### src/rtl/qfifo_pkg.sv
package qfifo_pkg;

  // Quarter-of-capacity code for an occupancy value; saturates at 3 when full.
  function automatic logic [1:0] quartile_of(int unsigned occ, int unsigned depth);
    int unsigned q;
    q = (occ * 4) / depth;
    if (q > 3) q = 3;
    return 2'(q);
  endfunction

  // Next occupancy given the accepted operations of one cycle.
  function automatic int unsigned next_occ(int unsigned occ, logic wr_ok, logic rd_ok);
    int unsigned n;
    n = occ;
    if (wr_ok && !rd_ok) n = occ + 1;
    if (rd_ok && !wr_ok) n = occ - 1;
    return n;
  endfunction

endpackage

### src/rtl/qfifo_ptr_ctrl.sv
module qfifo_ptr_ctrl #(
  parameter int DEPTH = 32,
  localparam int AW = $clog2(DEPTH),
  localparam int CW = AW + 1
) (
  input  logic          clk,
  input  logic          clr,
  input  logic          push,
  input  logic          pop,
  output logic          wr_fire,
  output logic          rd_fire,
  output logic [AW-1:0] wr_addr,
  output logic [AW-1:0] rd_addr,
  output logic [CW-1:0] occ,
  output logic          full,
  output logic          empty
);
  logic [AW-1:0] wr_ptr_q, rd_ptr_q;
  logic [CW-1:0] occ_q;

  assign empty   = (occ_q == '0);
  assign full    = (occ_q == CW'(DEPTH));
  assign wr_fire = push && !full && !clr;
  assign rd_fire = pop && !empty && !clr;
  assign wr_addr = wr_ptr_q;
  assign rd_addr = rd_ptr_q;
  assign occ     = occ_q;

  always_ff @(posedge clk) begin
    if (clr) begin
      wr_ptr_q <= '0;
      rd_ptr_q <= '0;
      occ_q    <= '0;
    end else begin
      if (wr_fire) wr_ptr_q <= wr_ptr_q + AW'(1);
      if (rd_fire) rd_ptr_q <= rd_ptr_q + AW'(1);
      occ_q <= CW'(qfifo_pkg::next_occ(int'(occ_q), wr_fire, rd_fire));
    end
  end
endmodule

### src/rtl/qfifo_store.sv
module qfifo_store #(
  parameter int DEPTH = 32,
  parameter int DW    = 32,
  localparam int AW   = $clog2(DEPTH)
) (
  input  logic          clk,
  input  logic          clr,
  input  logic          wr_fire,
  input  logic [AW-1:0] wr_addr,
  input  logic [DW-1:0] wdata,
  input  logic          rd_fire,
  input  logic [AW-1:0] rd_addr,
  output logic [DW-1:0] rdata
);
  logic [DW-1:0] mem [DEPTH];

  always_ff @(posedge clk) begin
    if (wr_fire) mem[wr_addr] <= wdata;
  end

  always_ff @(posedge clk) begin
    if (clr)          rdata <= '0;
    else if (rd_fire) rdata <= mem[rd_addr];
  end
endmodule

### src/rtl/qfifo_quartile.sv
module qfifo_quartile #(
  parameter int DEPTH = 32,
  localparam int CW = $clog2(DEPTH) + 1
) (
  input  logic [CW-1:0] occ,
  output logic [1:0]    fill_qtr
);
  generate
    if ((DEPTH & (DEPTH - 1)) == 0 && DEPTH >= 4) begin : g_pow2
      // Top two bits of the in-range count; the full count saturates to 3.
      assign fill_qtr = occ[CW-1] ? 2'b11 : occ[CW-2 -: 2];
    end else begin : g_generic
      assign fill_qtr = qfifo_pkg::quartile_of(int'(occ), DEPTH);
    end
  endgenerate
endmodule

### src/rtl/qfifo_sync.sv
module qfifo_sync #(
  parameter int DEPTH = 32,
  parameter int DW    = 32,
  localparam int AW   = $clog2(DEPTH),
  localparam int CW   = AW + 1
) (
  input  logic          clk,
  input  logic          clr,
  input  logic          push,
  input  logic [DW-1:0] wdata,
  input  logic          pop,
  output logic [DW-1:0] rdata,
  output logic          full,
  output logic          empty,
  output logic [1:0]    fill_qtr
);
  logic          wr_fire, rd_fire;
  logic [AW-1:0] wr_addr, rd_addr;
  logic [CW-1:0] occ;

  qfifo_ptr_ctrl #(.DEPTH(DEPTH)) u_ctrl (
    .clk(clk), .clr(clr), .push(push), .pop(pop),
    .wr_fire(wr_fire), .rd_fire(rd_fire),
    .wr_addr(wr_addr), .rd_addr(rd_addr),
    .occ(occ), .full(full), .empty(empty)
  );

  qfifo_store #(.DEPTH(DEPTH), .DW(DW)) u_store (
    .clk(clk), .clr(clr),
    .wr_fire(wr_fire), .wr_addr(wr_addr), .wdata(wdata),
    .rd_fire(rd_fire), .rd_addr(rd_addr), .rdata(rdata)
  );

  qfifo_quartile #(.DEPTH(DEPTH)) u_qtr (
    .occ(occ), .fill_qtr(fill_qtr)
  );
endmodule

### config.mk
export PLATFORM = sky130hd
export DESIGN_NAME = qfifo_sync
export DESIGN_NICKNAME = d
export VERILOG_FILES = /design/src/rtl/qfifo_pkg.sv /design/src/rtl/qfifo_ptr_ctrl.sv /design/src/rtl/qfifo_store.sv /design/src/rtl/qfifo_quartile.sv /design/src/rtl/qfifo_sync.sv
export SDC_FILE = /design/constraint.sdc
export NUM_CORES = 1
export LEC_CHECK = 0
export BUFFER_PORTS_ARGS = -buffer_cell sky130_fd_sc_hd__buf_2
export CAP_MARGIN = 5
export CORE_ASPECT_RATIO = 0.7
export CORE_MARGIN = 5
export CORE_UTILIZATION = 67
export CTS_BUF_LIST = sky130_fd_sc_hd__clkbuf_16
export DETAILED_ROUTE_END_ITERATION = 8
export PLACE_DENSITY = 0.89
export REMOVE_ABC_BUFFERS = 1
export SLEW_MARGIN = 20
export SYNTH_ARGS = -nofsm -noshare
export SYNTH_HDL_FRONTEND = slang
export SYNTH_SLANG_ARGS = --single-unit
export TNS_END_PERCENT = 20
### constraint.sdc
create_clock -name clk -period 7 [get_ports clk]
set_clock_uncertainty 0.05 [all_clocks]
set_input_delay 0.35 -clock clk [delete_from_list [all_inputs] [get_ports clk]]
set_output_delay 0.35 -clock clk [all_outputs]
set_load 0.01 [all_outputs]
# == Word level (Yosys, flattened, before mapping) ==
# Memories as Yosys holds them, arrays and structs flattened. A register that Yosys moved wholly into a read port is not among the register bits.
# Index checks and enable logic that the tools add are counted.
# op_classes
add_sub_neg,4
eq_ne,1
mux,5
reduce_logical,13
# op_table
cell,count
$mux W6,2
$add A5 B1 Y5 const B,2
$add A6 B1 Y6 const B,1
$eq A6 B6 Y1 const B,1
$logic_and A1 B1 Y1,6
$logic_not A6 Y1,1
$sub A6 B1 Y6 const B,1
$logic_not A1 Y1,5
$mux W1,2
$mux W2,1
$reduce_bool A2 Y1,1
# totals
ff_bits,16
ram_bits,1024
in_bits,36
output_inout_bits,36
n_memories,1
# mem_list
memory,depth,word_bits,rd,rd_ports_with_merged_regs,wr,line,text
u_store.mem,32,32,1,1,1,qfifo_store.sv:15,logic [DW-1:0] mem [DEPTH];

# == Depth between registers and ports, before layout ==
# Gate-level depths: netlist (run 1).
# depth
depth_word,8
mapped_depth,13
mapped_depth_nobuf,12

# == By module ==
# From an unflattened synthesis (run 1), not the netlist that was laid out.
# unflattened
cells_unflattened,2344
area_unflattened_um2,41675.0
# modules_own_cells
mod,instances,cells_per_inst,area_each_um2,seq_area_each_um2
qfifo_store,1,2238,40740.3,31390.1
qfifo_ptr_ctrl,1,104,922.1,320.3
qfifo_quartile,1,2,12.5,0.0

# == Worst setup path before layout (run 1) ==
# No wires, ideal clock.
# synth_timing
path_type,flip-flop to flip-flop
start,reg u_ctrl.occ_q[1] (netlist: u_ctrl.occ[1])
end,"mem u_store.mem[23][0], enable pin"
setup_time_ns,0.421
arrival_time_ns,2.605
required_ns,6.529
slack_ns,3.924
stages_incl_launch_ff,5
path_buffers,0
synth_period_minus_slack_ns,3.076
path_cell_list,dfxtp_1 > nor4_1 > a311oi_1 > nand2_1 > nor2_1
# synth_via
elab_chain_cells,6
# synth_lines
item,line,text
start: declaration,qfifo_ptr_ctrl.sv:19,logic [CW-1:0] occ_q;
start signal: assignment,qfifo_ptr_ctrl.sv:37,"occ_q <= CW'(qfifo_pkg::next_occ(int'(occ_q), wr_fire, rd_fire));"
$eq A6 B6 Y1,qfifo_ptr_ctrl.sv:22,assign full = (occ_q == CW'(DEPTH));
$logic_not A1 Y1,qfifo_ptr_ctrl.sv:23,assign wr_fire = push && !full && !clr;
$logic_and A1 B1 Y1 (2 in series),qfifo_ptr_ctrl.sv:23,
$mux W1,qfifo_store.sv:18,if (wr_fire) mem[wr_addr] <= wdata;
$mux W1 (not written as such),qfifo_store.sv:18,
end: declaration,qfifo_store.sv:15,
# No other way between the ends.

# == Worst setup path in the final report (run 1) ==
# layout_timing
start,reg u_ctrl.occ_q[3] (netlist: u_ctrl.occ[3])
end,"mem u_store.mem[15][11], enable pin"
# The elaborated chain is that of the path after synthesis.

==> run metrics, run 1 <==
row count 75; RR Startpoint u_ctrl.occ[3]; CORE AREA 60100 sq um; status finished clean; pwr dens 301 nW/um^2; Pre-antenna DRT Iters 6; Clock power frac 36.3%; top cells by count, synth 1024 x edfxtp_1, 189 x mux4_2, 129 x mux2i_1; clock input transition at the sequential cells of the worst setup and hold paths 0.07 ns; Final Hold Fails 0; num ports 72; grt ovf 0; die width 305 microns; DR vias/cell 7.45; WP data arrival 4.01 ns; RSZ-0062 raised after global routing false; CTS root buf clkbuf_16; Flop pwr share 52.9%; Die Height 216 microns; internal power 0.0104 W; post-route ant nets 0; maximum VDD drop 0.258 mV; met2 Use GR 50.9%; f_max 263 MHz; average size of a mapped cell 21.3 sq um; layout cell share with drive strength beyond 1 23.3%; top cells by area, synth edfxtp_1 76%, mux4_2 10%, mux2i_1 3.2%, dfxtp_1 2.4%, a22o_1 1.4%; Worst Setup Start Kind flop; Hold Path Sink u_ctrl.occ[1]; CTS buffer count 90; FF-to-FF End u_store.mem[15][11]; post-route setup slack 3.19 ns; via count 21500; max-slew violation count 0; clock tree buffer depth 3; Net Sw Frac 23.1%; hold wc startpoint clr; DRC Markers 0; HP Class in -> reg; Combinational Power Share 10.8%; Sw Pwr 0.00313 W; GRT busiest layer met2; All-Layer GR Usage 31.2%; Final setup viols 0; final instance area 45100 sq um; dpl ws 3.26 ns; fill count 3042; Yosys top cell area share 75.6%; dpl cell area 42100 sq um; crit path launch u_ctrl.occ[3]; Max H-tree Level 3; asr flop ratio synth 0%; post-route insts no fill 2890; Netlist cell types 47; CTS tree done; Tcrit/Tclk final 54.4%; port bufs 71; cell taking the most area after synthesis edfxtp_1; Initial DRC Count 3601; CTS sink cnt 1072; Placed Cells 2715; Pleak 13.9 nW; hold_ws 0.109 ns; Period minus WS final 3.81 ns; drt wl/cell 36.0 microns; Die Area 65800 sq um; #FFs+latches synth 1072; CP Class reg -> reg; # Post-CTS Setup Buffers 0; Post-Syn Instances 1906; CP Capture Type flop; routability-driven placement congestion ratio 0.815; CTS Hold Bufs 0; Skew-Pair Late Insertion Delay 0.65 ns; worst reg2reg path depth 5; Post-synth EDFFs 1024; sequential area share after synthesis 77.9%; Cell Area, Synth 40700 sq um; yosys warns 0; max-cap viol count 0; Detailed Route WL 104 mm; pin count of the biggest net entering global routing 112; Worst Path Max Fanout 32; initial antenna violation count 2; post-detail-place hpwl 53.0 mm; PostCTS Resize Cnt 0; Slew headroom 21.4%; Worst R2R Setup Slack 3.19 ns; Starting Density 67.8%; total negative slack 0 ns; Main synth FF type edfxtp_1; fin nets 2051; most common cell in the netlist edfxtp_1; Area Overhead vs Synth 10.8%; vias in the first global route 21500; GR Layer Usage met3 6.51%; Crit path required time 7.20 ns; hold path depth 2; first-pass GRT wire length 149 mm; Worst-Margin Slew 1.17 ns; met1 Usage GRT 42.9%
layout by cell type, fill, tap and decap left out, drive strengths merged, types with 40 or more instances in the layout:
cell	count
a21oi	70
a22o	63
buf	117
clkbuf	93
dfxtp	48
edfxtp	1024
inv	40
mux2i	129
mux4	193
nor2	50
power groups by stage:
stage	combinational [W]	sequential [W]	clock (W)
after floorplan	0.00141	0.00750	0
after global placement	0.00139	0.00731	0
after detailed placement	0.00144	0.00731	0
after CTS	0.00147	0.00718	0.00493
after global routing	0.00155	0.00718	0.00523
final	0.00147	0.00718	0.00492
registers in the layout, indices dropped and copies added (netlist names):
name and count:
u_ctrl.occ 6, u_ctrl.rd_addr 5, u_ctrl.wr_addr 5, u_store.mem 1024
u_store.rdata 32
worst max path at each step:
| stage | to | slack (ns) | depth (start not counted) |
|---|---|---|---|
| CTS | u_store.rdata[0] | 3.26 | 6 |
| detailed placement | u_store.mem[15][10] | 3.26 | 5 |
| finish | u_store.mem[15][11] | 3.19 | 5 |
| global placement | u_store.mem[15][17] | 3.40 | 5 |
| global route | u_store.rdata[13] | 3.10 | 6 |
| floorplan | u_store.rdata[3] | -7.37 | 4 |
routing by layer:
metal  vias to the layer above  routed length [microns]
met2                      1973                    50900
met1                     11000                    35900
li1                       8239                        -
met4                         2                     4570
met5                         -                       13
met3                       335                    12700
cells by family (layout without fill, tap and decap cells):
group	after synthesis	after routing	synth area share, %
AO/OA/AOI/OAI	271	271	4.96
XOR/XNOR	9	9	0.194
adder cells (fa/ha/maj)	11	11	0.357
buffers and inverters	123	297	1.55
flip-flops	1072	1072	77.9
multiplexers	323	323	13.9
other	0	2	0
AND/OR/NAND/NOR	97	97	1.09
through the flow:
step | utilization (%) | power, W
6_report | 75.1 | 0.0136
5_1_grt | 75.1 | 0.0140
3_3_place_gp | 70.1 | 0.00870
3_5_place_dp | 70.2 | 0.00876
2_1_floorplan | - | 0.00891
4_1_cts | 74.9 | 0.0136
worst max-delay path: stages, from the launching register on:
cell	delay [ns]
dfxtp_1	0.42
nor4_1	0.11
a311oi_1	0.73
nand2_1	0.73
or2_1	0.48
inv_2	0.85
final cells by class:
cell class              instances  area, sq um  share of cell area, %
flip-flops and latches       1072        31700                   70.4
multi-input cells             711         8630                   19.1
clock buffers                  93         2330                   5.16
well taps                     808         1010                   2.24
repair buffers                117          848                   1.88
clock inverters                75          502                   1.11
inverters                      12         45.0                 0.0999
diodes                          2         5.00                 0.0111
(Power assumes the default switching activity.)
==> run 2: changes to the inputs <==
- CORE_UTILIZATION: 67 -> 56
- PLACE_DENSITY: 0.89 -> 0.8
- clock period: 7 -> 3.37 ns (I/O delays scaled with it)
==> run metrics, run 2 (synthesized netlist as in run 1, its figures left out) <==
hold_ws 0.399 ns (+0.290 ns); routability-driven placement congestion ratio 0.833 (+2.3%); Slew headroom 46.4% (+25 points); Flop pwr share 51.8% (-1.1 points); pin count of the biggest net entering global routing 46 (-59%); fin nets 2147 (+4.7%); Pleak 14.5 nW (+4.1%); Worst-Margin Slew 0.802 ns (-0.373 ns); port bufs 71 (unchanged); Worst Setup Start Kind flop; most flop-heavy register u_store.mem; status finished clean; maximum VDD drop 0.712 mV (+180%); Starting Density 56.7% (-11 points); Pre-antenna DRT Iters 6 (unchanged); CP Capture Type flop; max-slew violation count 0 (unchanged); Layout Utilization 64.8% (-10 points); worst-path cell chain nor4_2 > nand2_1 > o21ai_2 > nor2_4 > ha_1 > ha_1 > nor2b_1 > o21a_1 > o21ai_0 > or3b_2 > a21oi_1; grt ovf 0 (unchanged); Tcrit/Tclk final 95.6% (+41 points); dpl ws 0.0593 ns (-3.20 ns); vias in the first global route 21500 (-0.20%); crit-path leading delay family simple AND/OR/NAND/NOR gates; Detailed Route WL 102 mm (-2.3%); commonest non-fill, non-tap cell in the layout edfxtp_1; Buf+Inv Stages, Crit Path 0 (-1); Max H-tree Level 3 (unchanged); first-pass GRT wire length 147 mm (-0.90%); Final Hold Fails 0 (unchanged); Initial DRC Count 3016 (-16%); CP Class reg -> reg; most frequent cells in the layout 1024 x edfxtp_1, 189 x mux4_2, 129 x mux2i_1; All-Layer GR Usage 25.7% (-5.5 points); RSZ-0062 raised after global routing false; Die Height 236 microns (+8.9%); f_max 310 MHz (+18%); layout cell share with drive strength beyond 1 25.4% (+2.2 points); Final setup viols 0 (unchanged); via count 21300 (-1.2%); Die Area 78200 sq um (+19%); drt wl/cell 32.3 microns (-10%); die width 332 microns (+9.1%); Clock power frac 36.9% (+0.6 points); max-cap viol count 0 (unchanged); Area Overhead vs Synth 14.3%; Combinational Power Share 11.3% (+0.5 points); Net Sw Frac 22.7% (-0.37 points); post-route ant nets 0 (unchanged); post-route setup slack 0.149 ns (-3.04 ns); Crit path required time 3.90 ns (-3.30 ns); clock input transition at the sequential cells of the worst setup and hold paths 0.06 ns (about the same); CTS buffer count 92 (+2.2%); Critical-path top delay cell or3b_2; Largest register FFs 1024 (unchanged); CTS sink cnt 1072 (unchanged); HP Class in -> reg; CP dominant cell by count ha_1; post-detail-place hpwl 53.7 mm (+1.2%); largest stage delay on the critical path 0.46 ns (-0.39 ns); CORE AREA 71800 sq um (+20%); DR vias/cell 6.77 (-9.2%); Skew-Pair Late Insertion Delay 0.66 ns (about the same); clock tree buffer depth 3 (unchanged); num ports 72 (unchanged); row count 82 (+9.3%); CTS root buf clkbuf_16; internal power 0.0221 W (+110%); Sw Pwr 0.00651 W (+110%); # Post-CTS Setup Buffers 0 (unchanged); Period minus WS final 3.22 ns (-0.586 ns); total chip power 0.0286 W (+110%); Worst Path Max Fanout 7 (-78%); initial antenna violation count 1 (-1); pwr dens 616 nW/um^2 (+100%); CTS tree done; DRC Markers 0 (unchanged); WP data arrival 3.76 ns (-0.25 ns)
## run 2: cell types whose count changed in the layout (fill, tap and decap cells not counted), moves of 2 or more
| cell | previous run | this run |
|---|---|---|
| inv_6 | 2 | 4 |
| buf_12 | 7 | 33 |
| buf_16 | 3 | 0 |
| clkinvlp_4 | 2 | 4 |
| bufinv_16 | 7 | 11 |
| dlygate4sd3_1 | 0 | 36 |
| buf_4 | 36 | 71 |
| inv_1 | 36 | 30 |
## run 2: routing by layer
metal / global-route usage [%] / vias up / wire length [microns]
li1: - / 8430 / -
met4: 7.61 / 2 / 3020
met1: 36.1 / 11100 / 38300
met2: 41.4 / 1505 / 49200
met3: 5.59 / 215 / 11100
met5: 0 / - / 13
## run 2: final timing paths
path / slack [ns] / end / startpoint / depth (start not counted)
worst min register to register: 0.43 / u_store.rdata[4] / u_store.rdata[4] / 1
worst min-delay path: 0.40 / u_store.rdata[12] / pop / 4
worst max register to register: 0.15 / u_ctrl.occ[4] / u_ctrl.occ[1] / 11
worst max-delay path: 0.15 / u_ctrl.occ[4] / u_ctrl.occ[1] / 11
## run 2: power by group through the flow
stage / combinational [W] / clock [W] / sequential [W]
global route: 0.00344 / 0.0113 / 0.0148
CTS: 0.00324 / 0.0107 / 0.0148
detailed placement: 0.00318 / 0 / 0.0151
finish: 0.00323 / 0.0106 / 0.0148
global placement: 0.00309 / 0 / 0.0151
floorplan: 0.00168 / 0 / 0.0153
## run 2: per-stage QoR
stage	TNS [ns]	std cells	instance area [sq um]
floorplan	-384.37	1795	40100
global placement	0	2936	43200
detailed placement	0	2936	43200
CTS	0	3144	46500
global route	0	3144	46500
finish	0	3145	46500
## run 2: timing repair
| item | 4_1_cts | 5_1_grt |
|---|---|---|
| resized for setup | 0 | 2 |
| endpoints found under the hold margin | 1040 | 0 |
| hold buffers | 36 | 0 |
| endpoints found under the setup margin | 0 | 2 |
## run 2: worst register-to-register path, cell delays in order (launching register included)
cell and delay [ns]:
dfxtp_1 0.35, nor4_2 0.41, nand2_1 0.20, o21ai_2 0.27
nor2_4 0.07, ha_1 0.30, ha_1 0.36, nor2b_1 0.15
o21a_1 0.20, o21ai_0 0.17, or3b_2 0.46, a21oi_1 0.17
## run 2: final cells by class
class / instances / area [sq um]
inverters: 12 / 45.0
diodes: 1 / 2.50
multi-input cells: 711 / 8640
clock inverters: 80 / 673
repair buffers: 211 / 1910
flip-flops and latches: 1072 / 31700
fillers: 4539 / 25300
well taps: 966 / 1210
clock buffers: 92 / 2300
==> run 3: changes to the inputs <==
- MAX_ROUTING_LAYER: unset -> met4
==> run metrics, run 3 (synthesized netlist as in run 1, its figures left out) <==
status finished clean; fill count 4539 (unchanged); # Post-CTS Setup Buffers 0 (unchanged); CP Capture Type flop; Detailed Route WL 101 mm (-0.19%); row count 82 (unchanged); Max H-tree Level 3 (unchanged); Final setup viols 0 (unchanged); drt wl/cell 32.2 microns (-0.19%); RSZ-0062 raised after global routing false; Critical-path top delay cell or3b_2; Die Area 78200 sq um (unchanged); port bufs 71 (unchanged); clock tree buffer depth 3 (unchanged); Initial DRC Count 3208 (+6.4%); CTS root buf clkbuf_16; commonest non-fill, non-tap cell in the layout edfxtp_1; max-cap viol count 0 (unchanged); FF+latch area 31700 sq um (unchanged); DRC Markers 0 (unchanged); All-Layer GR Usage 26.5% (+0.82 points); die width 332 microns (unchanged); Worst Setup Start Kind flop; Crit path required time 3.91 ns (about the same); fin nets 2147 (unchanged); Largest register FFs 1024 (unchanged); pin count of the biggest net entering global routing 46 (unchanged); most frequent cells in the layout 1024 x edfxtp_1, 189 x mux4_2, 129 x mux2i_1; num ports 72 (unchanged); CTS buffer count 92 (unchanged); max-slew violation count 0 (unchanged); DR vias/cell 6.82 (+0.78%); CP dominant cell by count ha_1; Pleak 14.5 nW (unchanged); routability-driven placement congestion ratio 0.846 (+1.6%); Worst Path Max Fanout 7 (unchanged); Area Overhead vs Synth 14.3% (unchanged); Pre-antenna DRT Iters 8 (+2); Slew headroom 45.6% (-0.80 points); Multi-input gate area 8640 sq um (unchanged); post-route ant nets 0 (unchanged); Worst-Margin Slew 0.795 ns (-0.00660 ns); post-detail-place hpwl 53.7 mm (unchanged); initial antenna violation count 1 (unchanged); layout cell share with drive strength beyond 1 25.4% (unchanged); pwr dens 616 nW/um^2 (about the same); Tcrit/Tclk final 94.8% (-0.81 points); largest stage delay on the critical path 0.46 ns (about the same); WP data arrival 3.73 ns (-0.03 ns); Die Height 236 microns (unchanged); CTS sink cnt 1072 (unchanged); f_max 313 MHz (+0.86%); CORE AREA 71800 sq um (unchanged); Period minus WS final 3.19 ns (-0.0274 ns); Final Hold Fails 0 (unchanged); via count 21400 (+0.78%); maximum VDD drop 0.708 mV (-0.44%); Starting Density 56.7% (unchanged); CP Class reg -> reg; HP Class in -> reg; Layout Utilization 64.8% (unchanged); grt ovf 0 (unchanged); first-pass GRT wire length 148 mm (about the same); CTS tree done; crit-path leading delay family simple AND/OR/NAND/NOR gates; most flop-heavy register u_store.mem; total negative slack 0 ns (unchanged); worst-path cell chain nor4_2 > nand2_1 > o21ai_2 > nor2_4 > ha_1 > ha_1 > nor2b_1 > o21a_1 > o21ai_0 > or3b_2 > a21oi_1; clock input transition at the sequential cells of the worst setup and hold paths 0.06 ns (about the same); Skew-Pair Late Insertion Delay 0.66 ns (about the same); vias in the first global route 21500 (+0.051%); total chip power 0.0286 W (about the same); Buf+Inv Stages, Crit Path 0 (unchanged)
run 3: worst reg2reg max path, cell delays in order, from the launching register on:
cell	delay, ns
dfxtp_1	0.35
nor4_2	0.41
nand2_1	0.20
o21ai_2	0.27
nor2_4	0.06
ha_1	0.30
ha_1	0.36
nor2b_1	0.15
o21a_1	0.19
o21ai_0	0.15
or3b_2	0.46
a21oi_1	0.17
run 3: routing by layer:
layer,GRT usage [%],vias up,wire length [microns]
met5,-,-,0
met4,7.49,0,3070
met3,5.16,237,10400
met2,41.5,1548,49100
met1,36.4,11200,38800
li1,-,8444,-
run 3: layout make-up:
cell class | count | share of cell area [%]
diodes | 1 | 0.00538
clock buffers | 92 | 4.95
clock inverters | 80 | 1.45
inverters | 12 | 0.0968
multi-input cells | 711 | 18.6
flip-flops and latches | 1072 | 68.2
well taps | 966 | 2.60
repair buffers | 211 | 4.11
run 3: final timing paths:
check	from	to	slack [ns]	cells past startpoint
setup / recovery	u_ctrl.occ[1]	u_ctrl.occ[4]	0.18	11
hold / removal	pop	u_store.rdata[12]	0.39	4
setup reg to reg	u_ctrl.occ[1]	u_ctrl.occ[4]	0.18	11
hold reg to reg	u_store.rdata[4]	u_store.rdata[4]	0.43	1
run 3: stage by stage:
| step | hold WS (ns) | instance area [sq um] | setup WS (ns) | instances |
|---|---|---|---|---|
| finish | 0.394 | 46500 | 0.176 | 3145 |
| global route | 0.413 | 46500 | 0.0526 | 3145 |
| CTS | 0.431 | 46500 | 0.0408 | 3144 |
| detailed placement | 0.414 | 43200 | 0.0593 | 2936 |
| global placement | 0.407 | 43200 | 0.278 | 2936 |
| floorplan | 0.188 | 40100 | -11.00 | 1795 |
run 3: what timing repair did:
| action | CTS | global route |
|---|---|---|
| gates resized for setup | 0 | 2 |
| endpoints found under the setup margin | 0 | 2 |
| hold buffers | 36 | 0 |
| hold endpoints to repair | 1040 | 0 |
run 3: power by group:
part / switching, W / internal (W)
Sequential: 0.000126 / 0.0147
Clock: 0.00474 / 0.00584
Combinational: 0.00165 / 0.00158
